[config.mk]
export PLATFORM = sky130hd
export DESIGN_NAME = mpsp_delay_fifo
export DESIGN_NICKNAME = d
export VERILOG_FILES = /design/src/rtl/mpsp_pkg.sv /design/src/rtl/mpsp_ctrl.sv /design/src/rtl/mpsp_data.sv /design/src/rtl/mpsp_delay_fifo.sv
export SDC_FILE = /design/constraint.sdc
export NUM_CORES = 1
export LEC_CHECK = 0
export CAP_MARGIN = 20
export CORE_MARGIN = 2
export CORE_UTILIZATION = 40
export CTS_BUF_LIST = sky130_fd_sc_hd__clkbuf_4 sky130_fd_sc_hd__clkbuf_8 sky130_fd_sc_hd__clkbuf_16
export CTS_CLUSTER_SIZE = 20
export DETAILED_ROUTE_END_ITERATION = 8
export GPL_TIMING_DRIVEN = 1
export PLACE_DENSITY_LB_ADDON = 0.05
export SETUP_SLACK_MARGIN = 0.15
export SYNTH_ARGS = -nofsm -noshare
export SYNTH_HDL_FRONTEND = slang
export SYNTH_SLANG_ARGS = --single-unit
[constraint.sdc]
create_clock -name clk -period 4.4 [get_ports clk]
set_input_delay 1.1 -clock clk [delete_from_list [all_inputs] [get_ports clk]]
set_output_delay 1.1 -clock clk [all_outputs]
set_load 0.01 [all_outputs]
[src/rtl/mpsp_pkg.sv]
package mpsp_pkg;
  // Strobes from control to datapath
  typedef struct packed {
    logic writeAny;  // at least one lane is stored this cycle
    logic popHead;   // the head entry leaves this cycle
  } fifoStrobeT;
endpackage

[src/rtl/mpsp_ctrl.sv]
module mpsp_ctrl
  import mpsp_pkg::*;
#(
  parameter int LANES = 4,
  parameter int DEPTH = 8,
  localparam int CW = $clog2(LANES + 1),
  localparam int PW = $clog2(DEPTH),
  localparam int OW = $clog2(DEPTH + 1)
) (
  input  logic             clk,
  input  logic             rst,
  input  logic [CW-1:0]    inCount,
  output fifoStrobeT       strb,
  output logic [LANES-1:0] laneWe,
  output logic [PW-1:0]    wrPtr,
  output logic [PW-1:0]    rdPtr,
  output logic             outValid,
  output logic             overflow
);
  localparam int AW = ((CW > OW) ? CW : OW) + 1;

  logic [OW-1:0] occ;
  logic [OW-1:0] occNext;
  logic [AW-1:0] effCnt;
  logic [AW-1:0] roomCnt;
  logic [AW-1:0] accCnt;
  logic          tooMany;
  logic [PW:0]   wrSum;
  logic [PW-1:0] wrNext;
  logic [PW-1:0] rdNext;

  always_comb begin
    if (AW'(inCount) > AW'(LANES)) effCnt = AW'(LANES);
    else                           effCnt = AW'(inCount);
    roomCnt = AW'(DEPTH) - AW'(occ);
    tooMany = effCnt > roomCnt;
    accCnt  = tooMany ? roomCnt : effCnt;
  end

  assign strb.popHead  = (occ != '0);
  assign strb.writeAny = (accCnt != '0);
  assign outValid      = strb.popHead;

  generate
    for (genvar i = 0; i < LANES; i++) begin : g_we
      assign laneWe[i] = (AW'(i) < accCnt);
    end
  endgenerate

  always_comb begin
    wrSum = (PW + 1)'(wrPtr) + (PW + 1)'(accCnt);
    if (wrSum >= (PW + 1)'(DEPTH)) wrNext = PW'(wrSum - (PW + 1)'(DEPTH));
    else                           wrNext = PW'(wrSum);
    if (!strb.popHead)                     rdNext = rdPtr;
    else if (rdPtr == PW'(DEPTH - 1))      rdNext = '0;
    else                                   rdNext = rdPtr + 1'b1;
    occNext = occ + OW'(accCnt) - OW'(strb.popHead);
  end

  always_ff @(posedge clk) begin
    if (rst) begin
      occ      <= '0;
      wrPtr    <= '0;
      rdPtr    <= '0;
      overflow <= 1'b0;
    end else begin
      occ      <= occNext;
      wrPtr    <= wrNext;
      rdPtr    <= rdNext;
      overflow <= overflow | tooMany;
    end
  end

  AST_OCC_BOUND: assert property (@(posedge clk) disable iff (rst)
    occ <= OW'(DEPTH));
  AST_OVF_STICKY: assert property (@(posedge clk) disable iff (rst)
    overflow |=> overflow);
  AST_IDLE_DRAIN: assert property (@(posedge clk) disable iff (rst)
    (outValid && inCount == '0) |=> (occ == $past(occ) - 1'b1));
  AST_EMPTY_IDLE: assert property (@(posedge clk) disable iff (rst)
    (!outValid && inCount == '0) |=> !outValid);
  AST_EMPTY_LOAD: assert property (@(posedge clk) disable iff (rst)
    (!outValid && inCount != '0) |=> outValid);
endmodule

[src/rtl/mpsp_data.sv]
module mpsp_data
  import mpsp_pkg::*;
#(
  parameter int DATA_W = 8,
  parameter int LANES  = 4,
  parameter int DEPTH  = 8,
  localparam int PW = $clog2(DEPTH)
) (
  input  logic                    clk,
  input  logic                    rst,
  input  logic [LANES*DATA_W-1:0] inData,
  input  logic [LANES-1:0]        laneWe,
  input  logic [PW-1:0]           wrPtr,
  input  logic [PW-1:0]           rdPtr,
  input  fifoStrobeT              strb,
  output logic [DATA_W-1:0]       outData
);
  logic [DATA_W-1:0] store [DEPTH];
  logic [PW-1:0]     laneAddr [LANES];

  generate
    for (genvar i = 0; i < LANES; i++) begin : g_addr
      logic [PW:0] rawAddr;
      assign rawAddr = (PW + 1)'(wrPtr) + (PW + 1)'(i);
      assign laneAddr[i] = (rawAddr >= (PW + 1)'(DEPTH)) ?
                           PW'(rawAddr - (PW + 1)'(DEPTH)) : PW'(rawAddr);
      if (i > 0) begin : g_thermo
        AST_LANE_ORDER: assert property (@(posedge clk) disable iff (rst)
          laneWe[i] |-> laneWe[i-1]);
      end
    end
  endgenerate

  always_ff @(posedge clk) begin
    if (strb.writeAny) begin
      for (int s = 0; s < DEPTH; s++) begin
        for (int i = 0; i < LANES; i++) begin
          if (laneWe[i] && laneAddr[i] == PW'(s))
            store[s] <= inData[i*DATA_W +: DATA_W];
        end
      end
    end
  end

  assign outData = store[rdPtr];

  AST_WRITE_FLAG: assert property (@(posedge clk) disable iff (rst)
    strb.writeAny == laneWe[0]);
endmodule

[src/rtl/mpsp_delay_fifo.sv]
module mpsp_delay_fifo
  import mpsp_pkg::*;
#(
  parameter int DATA_W = 8,
  parameter int LANES  = 4,
  parameter int DEPTH  = 8,
  localparam int CW = $clog2(LANES + 1),
  localparam int PW = $clog2(DEPTH)
) (
  input  logic                    clk,
  input  logic                    rst,
  input  logic [LANES*DATA_W-1:0] inData,
  input  logic [CW-1:0]           inCount,
  output logic [DATA_W-1:0]       outData,
  output logic                    outValid,
  output logic                    overflow
);
  fifoStrobeT       strb;
  logic [LANES-1:0] laneWe;
  logic [PW-1:0]    wrPtr;
  logic [PW-1:0]    rdPtr;

  mpsp_ctrl #(.LANES(LANES), .DEPTH(DEPTH)) i_ctrl (
    .clk(clk), .rst(rst), .inCount(inCount), .strb(strb), .laneWe(laneWe),
    .wrPtr(wrPtr), .rdPtr(rdPtr), .outValid(outValid), .overflow(overflow)
  );

  mpsp_data #(.DATA_W(DATA_W), .LANES(LANES), .DEPTH(DEPTH)) i_data (
    .clk(clk), .rst(rst), .inData(inData), .laneWe(laneWe), .wrPtr(wrPtr),
    .rdPtr(rdPtr), .strb(strb), .outData(outData)
  );
endmodule

Yosys cells after proc, flatten, opt, wreduce, memory -nomap -nowiden
Memory sizes are Yosys's and may differ from the RTL's. A register that Yosys moved wholly into a read port is not among the register bits.
Cells that the tools add are included.
W data, S select, Z words.
- add/subtract/negate cells: 13
- magnitude comparators: 11
- eq/ne operators: 29
- mux-type cells: 142
- bitwise operators: 25
- reduce and logical (&&, ||, !) cells: 42
- operators by type and width (cell ; count):
    $mux W8 ; 28
    $mux W1 ; 100
    $eq A3 B3 Y1 const B ; 17
    $mux W3 ; 13
    $logic_and A1 B1 Y1 ; 32
    $reduce_or A8 Y1 ; 4
    $or A1 B1 Y1 ; 25
    $eq A3 B2 Y1 const B ; 8
    $ge A4 B4 Y1 const B ; 4
    $sub A3 B1 Y3 const B ; 5
    $eq A3 B1 Y1 const B ; 4
    $logic_not A3 Y1 ; 4
    $lt A1 B5 Y1 const A ; 2
    $lt A2 B5 Y1 const A ; 2
    $add A3 B2 Y4 const B ; 2
    $gt A3 B5 Y1 ; 1
    $mux W5 ; 1
    $reduce_bool A5 Y1 ; 1
    $sub A4 B4 Y5 const A ; 1
    $add A3 B1 Y4 const B ; 1
    $add A3 B4 Y4 ; 1
    $add A4 B4 Y4 ; 1
    $ge A3 B4 Y1 const B ; 1
    $reduce_bool A4 Y1 ; 1
    other kinds (3) ; 3
- flip-flop bits (word level): 11
- memory bits (writable): 64
- input bits: 37
- output and inout port bits: 10
- logic and storage cells: 267
- memories: 1
- memory list (name ; depth ; bits a word ; rd ports ; clocked after memory_dff ; write ports ; RTL line ; RTL):
    i_data.store ; 8 ; 8 ; 1 ; 1 ; 4 ; mpsp_data.sv:18 ; logic [DATA_W-1:0] store [DEPTH];

Longest topological paths before layout
Gate-level depths: netlist of the first run.
- depth after elaboration: 14
- gate-level depth with buffers: 19
- depth with buffers taken out: 18

Modules after synthesis
From an unflattened synthesis of the first run, not the netlist that was laid out.
- cells, all modules: 637
- area total of the unflattened synthesis: 5925.7 µm²
- modules (own cells, without submodules) (module ; instances ; cells an instance ; area each (µm²) ; sequential area each (µm²)):
    mpsp_data ; 1 ; 529 ; 5054.8 ; 1921.8
    mpsp_ctrl ; 1 ; 108 ; 870.8 ; 220.2

Worst setup path after synthesis of the first run
No wires, ideal clock.
- kind: input to register
- from: input inCount[2]
- to: register i_ctrl.occ[3]
- library setup time: 128 ps
- arrival: 4001 ps
- required time: 4272 ps
- setup slack: 271 ps
- stages on the path: 16
- path buffers: 2
- path through: clkbuf_1 > nor2b_1 > ha_1 > nand3_1 > o21a_1 > buf_1 > nand3_2 > o21ai_0 > inv_1 > ha_1 > inv_1 > ha_1 > a21o_1 > a21oi_1 > xnor2_1 > nor2_1
- word-level cells in the longest chain between the ends: 6
- RTL lines (element ; RTL line ; RTL):
    start: declaration ; mpsp_delay_fifo.sv:13 ; input logic [CW-1:0] inCount,
    $gt A3 B3 Y1 ; mpsp_ctrl.sv:33 ; if (AW'(inCount) > AW'(LANES)) effCnt = AW'(LANES);
    $mux W3 (*) ; mpsp_ctrl.sv:33 ;
    $gt A3 B5 Y1 ; mpsp_ctrl.sv:36 ; tooMany = effCnt > roomCnt;
    $mux W5 (*) ; mpsp_ctrl.sv:37 ; accCnt = tooMany ? roomCnt : effCnt;
    $add A4 B4 Y4 (*) ; mpsp_ctrl.sv:57 ; occNext = occ + OW'(accCnt) - OW'(strb.popHead);
    $sub A4 B1 Y4 (*) ; mpsp_ctrl.sv:57 ;
    end signal: assignment ; mpsp_ctrl.sv:67 ; occ <= occNext;
    end: declaration ; mpsp_ctrl.sv:22 ; logic [OW-1:0] occ;
Mark *: on every way between the ends. The rest lies on a longest branch, timed or not.
A chain may end at the register's enable or synchronous reset.

Worst setup path in the final report of the first run
- from: input inCount[1]
- to: register i_ctrl.occ[3]
The elaborated chain is that of the path after synthesis.

==> key figures, run 1 <==
Critical path
  • Delay of the slowest critical-path stage: 0.48 ns
  • Crit path max fanout: 4
  • Critical path's top delay family: simple AND/OR/NAND/NOR gates
  • Slowest cell on the critical path: sky130_fd_sc_hd__clkdlybuf4s50_1
  • Buf+Inv Stages, Crit Path: 3
  • Data arrival time of the worst path: 4.19 ns
  • Cell mode on critical path: sky130_fd_sc_hd__ha_1
  • Cell chain of the critical path: clkdlybuf4s50_1 -> nor2b_1 -> ha_1 -> nor2b_1 -> or3_1 -> nand3_2 -> nand2_1 -> o21ai_1 -> inv_1 -> ha_1 -> inv_1 -> ha_1 -> a21o_1 -> a21oi_1 -> xnor2_1 -> nor2_1
  • Startpoint Class: input pin
  • Critical path data required time: 4.62 ns
  • Category of the most critical setup path: input pin to flop
  • Capturing element type of the critical path: flop

Route
  • Routed len/inst: 24.8 um
  • Count of routing violations after the opening detailed-route iteration: 571
  • Total number of vias: 5,910
  • DRC violation count after routing: 0
  • Count of antenna-violating nets left after detailed routing: 0
  • First-pass iteration count of the detailed router: 5
  • DR vias/cell: 6.57
  • Detailed-route wire length: 22,300 um

Yosys
  • Yosys warns: 0
  • Synth area leaders: sky130_fd_sc_hd__edfxtp_1, sky130_fd_sc_hd__mux4_2, sky130_fd_sc_hd__mux2i_1
  • Dominant synthesized flop cell: sky130_fd_sc_hd__edfxtp_1
  • Area fraction in and, or, nand and nor cells after synthesis: 0.165
  • Syn Inst Count: 645
  • Net Count, Synth: 699
  • Netlist area before placement: 0.00620 mm^2
  • Xor/xnor share of the synthesized area: 0.00847
  • Number of distinct library cells after synthesis: 63
  • Sequential element share of the synthesized area: 0.355
  • Dominant combinational cell family by area after synthesis: compound AO/OA/AOI/OAI gates
  • Ys async rst share: 0
  • Fraction of the mapped netlist area in adder cells: 0.0367
  • Fraction of the mapped netlist area in compound gates: 0.248
  • Post-synthesis average cell area: 9.61 um^2
  • Synthesized flop and latch total: 78
  • EDFF count, synth: 64
  • Area fraction of the dominant cell type after synthesis: 0.310
  • Proportion of synthesized area in mux cells: 0.139
  • Top cell type by total area after synthesis: sky130_fd_sc_hd__edfxtp_1

Power and ir drop
  • Relative contribution of the clock network to total power: 0.118
  • Worst IR Drop VDD: 0.000571 V
  • Leakage power: 2.71 nW
  • Proportion of power drawn by flip-flops and latches: 0.244
  • Internal power: 3.55 mW
  • Comb power frac: 0.637
  • Net switching power: 2.93 mW
  • Switching share of total power: 0.452
  • Total power divided by cell area: 873 mW/mm^2

Floorplan
  • Die boundary height: 129 um
  • Ports: 47
  • Placeable core area: 0.0152 mm^2
  • Full die area: 0.0165 mm^2
  • Starting density of the core: 0.408
  • Site Rows: 45
  • DIE WIDTH: 129 um

Worst hold path
  • Hold crit path type: flop to flop

GRT
  • Wire length of the first global-routing pass: 34,200 um
  • Total gr overflow: 0
  • Via count of the first global-routing pass: 5,877
  • Maximum number of pins on one net before global-route repair: 23
  • Overall global routing resource usage: 0.276
  • Antenna violations before repair: 0

STA
  • Final clock period utilization by the worst path: 0.902
  • Final hold violations: 0
  • Min Hold Slack: 0.489 ns
  • Setup tns final: 0 ns
  • Shortest clock period the worst path allows after layout: 3.97 ns
  • Transition time at the pin with the least slew margin: 0.951 ns
  • Maximum operating frequency: 0.252 GHz
  • Worst-case setup margin in the final layout: 0.429 ns
  • Unrepaired setup endpoints after global routing: no
  • Max-slew headroom at the worst pin: 0.363
  • Final count of pins violating max slew: 0
  • Final setup skew: 0.00757 ns
  • Count of endpoints failing setup in the final report: 0

Final layout
  • Fin nets: 760
  • Antenna diode count: 0
  • Area taken by multi-input logic gates: 0.00370 mm^2
  • Area delta synth->final: 19.6%
  • Sequential cell area: 0.00220 mm^2
  • Fraction of final layout cells sized beyond drive strength 1: 0.169
  • Most frequent cells in the layout: sky130_fd_sc_hd__nand2_1, sky130_fd_sc_hd__edfxtp_1, sky130_fd_sc_hd__a21oi_1, sky130_fd_sc_hd__buf_4, sky130_fd_sc_hd__clkdlybuf4s50_1
  • Total of fill cells in the finished design: 1,424
  • Commonest non-fill, non-tap cell in the layout: sky130_fd_sc_hd__nand2_1

Outcome
  • Outcome: finished clean

Placed design
  • Half-perimeter wire length of the detailed placement result: 16,800 um
  • I/O Buffers: 46
  • Routability Congestion: 0.872
  • Pre-CTS setup slack: 0.00870 ns

Flow run
  • Max-cap viol count: 0

Clock tree
  • CTS tree: yes
  • Number of buffers created by CTS: 9
  • Clock root buffer master: sky130_fd_sc_hd__clkbuf_16
  • Clock network latency to the later pin of the worst-skew pair: 0.35 ns
  • Number of H-tree branching levels: 3
  • Clock transition at the registers of the reported paths: 0.06 ns
  • Worst-case clock buffer depth: 2
  • Sink count of the clock tree: 78
  • Buffers inserted by post-CTS timing repair: 0
[registers in the layout (all words and copies together) (netlist names), named ones only]
signal and count:
i_ctrl.rdPtr 3, i_ctrl.overflow 1, i_ctrl.occ 4, i_data.store 64, i_ctrl.wrPtr 3
[worst min-delay path, delay by kind of cell (launching register included)]
| kind | cells | cell delay, ns |
|---|---|---|
| flops | 1 | 0.32 |
| simple gates | 2 | 0.13 |
[metrics by stage]
stage / instance area (um^2) / std cells / utilization / power, mW
after global placement: 7120 / 883 / 0.468 / 5.58
final: 7410 / 899 / 0.488 / 6.48
after detailed placement: 7120 / 883 / 0.468 / 5.70
after floorplan: 6200 / 645 / - / 4.21
after CTS: 7410 / 899 / 0.488 / 6.48
after global routing: 7410 / 899 / 0.488 / 6.87
[cell type report]
class / count / share of cell area
Multi-Input combinational cell: 492 / 0.499
Sequential cell: 78 / 0.297
Timing Repair Buffer: 105 / 0.122
Tap cell: 188 / 0.0317
Clock buffer: 10 / 0.0314
Inverter: 20 / 0.0101
Clock inverter: 6 / 0.00844
[Yosys cell counts, drive strengths merged, types with 5 or more instances]
cell type and count:
dfxtp 14, a311oi 28, nor2b 8, ha 15, a21oi 59, nor4 5, a221oi 25, edfxtp 64
inv 20, nor2 28, a311o 5, o21ai 21, and2 11, mux4 16, a31oi 7, mux2 11
o31ai 44, nor3b 29, nand4 8, o211ai 9, mux2i 36, and3 7, nor3 14, clkbuf 27
nand2 69, buf 28
[layer usage]
layer  up-vias  share of wire  wire (um)  global-route usage
met5         -              0          0                   0
met4         0          0.036        809               0.119
met3        58          0.056       1250              0.0437
li1       2679              -          -                   -
met1      2919           0.41       9200               0.340
met2       254           0.49      11000               0.482
[path summary, 6_finish.rpt]
kind / from / to / slack [ns] / depth (start not counted)
worst min register to register: i_ctrl.overflow / i_ctrl.overflow / 0.49 / 2
worst min-delay path: i_ctrl.overflow / i_ctrl.overflow / 0.49 / 2
worst max register to register: i_ctrl.occ[0] / i_data.store[2][0] / 0.82 / 11
worst max-delay path: inCount[1] / i_ctrl.occ[3] / 0.43 / 16
[cell families (layout without fill, tap and decap cells)]
logic type / Yosys count / in the layout
AO/OA/AOI/OAI: 216 / 216
XOR/XNOR: 6 / 6
adder cells (fa/ha/maj): 17 / 17
buffers and inverters: 75 / 141
flip-flops: 78 / 78
multiplexers: 63 / 63
AND/OR/NAND/NOR: 190 / 190
[power groups by stage]
| stage | combinational [mW] | sequential (mW) | clock [mW] |
|---|---|---|---|
| global placement | 3.99 | 1.59 | 0 |
| detailed placement | 4.10 | 1.60 | 0 |
| CTS | 4.11 | 1.59 | 0.770 |
| finish | 4.13 | 1.58 | 0.765 |
| floorplan | 2.70 | 1.51 | 0 |
| global route | 4.46 | 1.62 | 0.791 |
[what timing repair did]
item / 4_1_cts / 5_1_grt
hold buffers: 0 / 0
setup endpoints to repair: 0 / 1
resized for setup: 0 / 1
Note: power is estimated with default switching activity, not from simulation.
==> inputs of run 2 (changes only) <==
Settings changed: SYNTH_HIERARCHICAL set to 1.
==> run 2 against run 1 <==
  * Register-to-register slack got worse by 0.02 ns
  * Area after synthesis decreased by 4.6%
  * Critical path type unchanged
  * Sequential cell count decreased by 3
  * Design area down 3.4%
  * First-iteration DRC count decreased by 28%
  * Clock power is essentially flat
  * Worst hold slack got worse by 0.039 ns
  * Total power is 7.7% lower
  * Synthesized cell count down 1.4%
  * Sequential share of layout area up 0.22 points
  * Utilization rose by 0.67 points
  * Final cell count is 2.7% lower
  * Largest power group unchanged
==> key figures, run 2 <==
Floorplan
  • Starting density of the core: 0.409
  • DIE WIDTH: 126 um
  • Placeable core area: 0.0145 mm^2
  • Die boundary height: 126 um
  • Site Rows: 44
  • Full die area: 0.0158 mm^2
  • Ports: 47

GRT
  • Overall global routing resource usage: 0.254
  • Via count of the first global-routing pass: 5,296
  • Antenna violations before repair: 0
  • Maximum number of pins on one net before global-route repair: 37
  • Wire length of the first global-routing pass: 30,500 um
  • Total gr overflow: 0

STA
  • Maximum operating frequency: 0.244 GHz
  • Count of endpoints failing setup in the final report: 0
  • Transition time at the pin with the least slew margin: 0.998 ns
  • Final hold violations: 0
  • Final count of pins violating max slew: 0
  • Min Hold Slack: 0.450 ns
  • Shortest clock period the worst path allows after layout: 4.10 ns
  • Final clock period utilization by the worst path: 0.931
  • Max-slew headroom at the worst pin: 0.334
  • Final setup skew: 0.00967 ns
  • Unrepaired setup endpoints after global routing: yes

Yosys
  • Net Count, Synth: 686
  • Yosys warns: 6
  • Post-synthesis average cell area: 9.31 um^2
  • Netlist area before placement: 0.00592 mm^2
  • Syn Inst Count: 636

Critical path
  • Data arrival time of the worst path: 4.19 ns
  • Crit path max fanout: 36
  • Capturing element type of the critical path: flop
  • Critical path data required time: 4.49 ns
  • Startpoint Class: input pin
  • Category of the most critical setup path: input pin to flop

Route
  • First-pass iteration count of the detailed router: 7
  • Count of routing violations after the opening detailed-route iteration: 412
  • Routed len/inst: 22.5 um
  • Count of antenna-violating nets left after detailed routing: 0
  • DR vias/cell: 6.14
  • Total number of vias: 5,375
  • Detailed-route wire length: 19,700 um
  • DRC violation count after routing: 0

Clock tree
  • Clock network latency to the later pin of the worst-skew pair: 0.36 ns
  • Hold bufs inserted after CTS: 0
  • Worst-case clock buffer depth: 2
  • CTS tree: yes
  • Sink count of the clock tree: 75
  • Clock transition at the registers of the reported paths: 0.07 ns
  • Number of H-tree branching levels: 3
  • Clock root buffer master: sky130_fd_sc_hd__clkbuf_16
  • Number of buffers created by CTS: 9

Placed design
  • Placed cell areas: 0.00681 mm^2
  • Routability Congestion: 0.863
  • I/O Buffers: 46
  • Cells after DPL: 859
  • Half-perimeter wire length of the detailed placement result: 14,800 um

Final layout
  • Fin util: 0.494
  • Area delta synth->final: 21.0%
  • Commonest non-fill, non-tap cell in the layout: sky130_fd_sc_hd__nand2_1
  • Biggest register: i_data/store
  • Antenna diode count: 0
  • Fin nets: 736
  • Final design instance area without fill: 0.00716 mm^2
  • Most frequent cells in the layout: sky130_fd_sc_hd__nand2_1, sky130_fd_sc_hd__nor2_1, sky130_fd_sc_hd__edfxtp_1, sky130_fd_sc_hd__and3_1, sky130_fd_sc_hd__o31ai_1
  • Number of flip-flops in the largest register: 64
  • Total of fill cells in the finished design: 1,347
  • Biggest registers after layout: i_data/store (64), i_ctrl/occ (4)
  • Fraction of final layout cells sized beyond drive strength 1: 0.195
  • Finished Layout Cells: 875

Power and ir drop
  • Total power divided by cell area: 835 mW/mm^2
  • Power, Total: 5.98 mW
  • Worst IR Drop VDD: 0.000430 V
  • Leakage power: 2.73 nW

Worst hold path
  • Hold crit path type: flop to flop

Outcome
  • Outcome: finished clean

Flow run
  • Max-cap viol count: 0
==> run 2: cell types whose count changed in the layout (fill, tap and decap cells not counted), sizes merged, moves of 9 or more <==
| cell | change |
|---|---|
| a211oi | +53 |
| and3 | +52 |
| nor2 | +42 |
| mux2i | -33 |
| a21oi | -32 |
| a311oi | -28 |
| nor3b | -28 |
| a221oi | -25 |
| nand3 | +16 |
| nand2 | +15 |
| o21ai | -12 |
| o31ai | +12 |
| o211ai | -9 |
==> run 2: path summary, 6_finish.rpt <==
kind              startpoint  depth (start not counted)                 end  slack [ns]
min          i_ctrl/overflow                          2     i_ctrl/overflow        0.45
max reg2reg    i_ctrl/occ[1]                         15  i_data/store[0][4]        0.80
min reg2reg  i_ctrl/overflow                          2     i_ctrl/overflow        0.45
max               inCount[1]                         14  i_data/store[0][4]        0.30
==> run 2: metrics by stage <==
step / setup TNS, ns / setup slack [ns]
2_1_floorplan: 0 / 0.361
3_3_place_gp: 0 / 0.0360
3_5_place_dp: -0.444 / -0.0435
4_1_cts: 0 / 0.330
5_1_grt: 0 / 0.117
6_report: 0 / 0.305
==> run 2: where the power goes <==
group	total (mW)	leakage (nW)	switching [mW]	internal [mW]
Clock	0.763	0.148	0.317	0.447
Combinational	3.68	1.89	1.99	1.69
Sequential	1.53	0.695	0.200	1.33
==> run 2: layer usage <==
layer  track usage  vias to the layer above  wire length, um
li1              -                     2502                -
met1         0.313                     2596             8110
met2         0.445                      227             9900
met3        0.0391                       50             1050
met4         0.105                        0              635
met5             0                        -                0
==> run 2: final cells by class <==
type                            count  area, um^2  share of cell area
Clock buffer                       10         233              0.0325
Clock inverter                      6        65.1             0.00909
Tap cell                          184         230              0.0322
Sequential cell                    75        2140               0.299
Multi-Input combinational cell    483        3410               0.476
Inverter                           14        52.6             0.00734
Timing Repair Buffer              103        1030               0.143
==> run 2: worst max-delay path, stage by stage <==
cell and delay [ns]:
sky130_fd_sc_hd__clkdlybuf4s50_1 0.47, sky130_fd_sc_hd__nor2b_1 0.19, sky130_fd_sc_hd__ha_1 0.27, sky130_fd_sc_hd__a211o_1 0.31, sky130_fd_sc_hd__o2111ai_1 0.12, sky130_fd_sc_hd__buf_4 0.20, sky130_fd_sc_hd__buf_4 0.19, sky130_fd_sc_hd__nor3_1 0.06
sky130_fd_sc_hd__a21oi_1 0.22, sky130_fd_sc_hd__and3_1 0.25, sky130_fd_sc_hd__buf_12 0.21, sky130_fd_sc_hd__nand2_4 0.12, sky130_fd_sc_hd__a211oi_1 0.35, sky130_fd_sc_hd__o31ai_1 0.14
==> run 2: what timing repair did <==
action                                  CTS  global route
buffers inserted                          0             0
endpoints found under the hold margin     0             0
endpoints found under the setup margin    0            43
resized for setup                         0            10
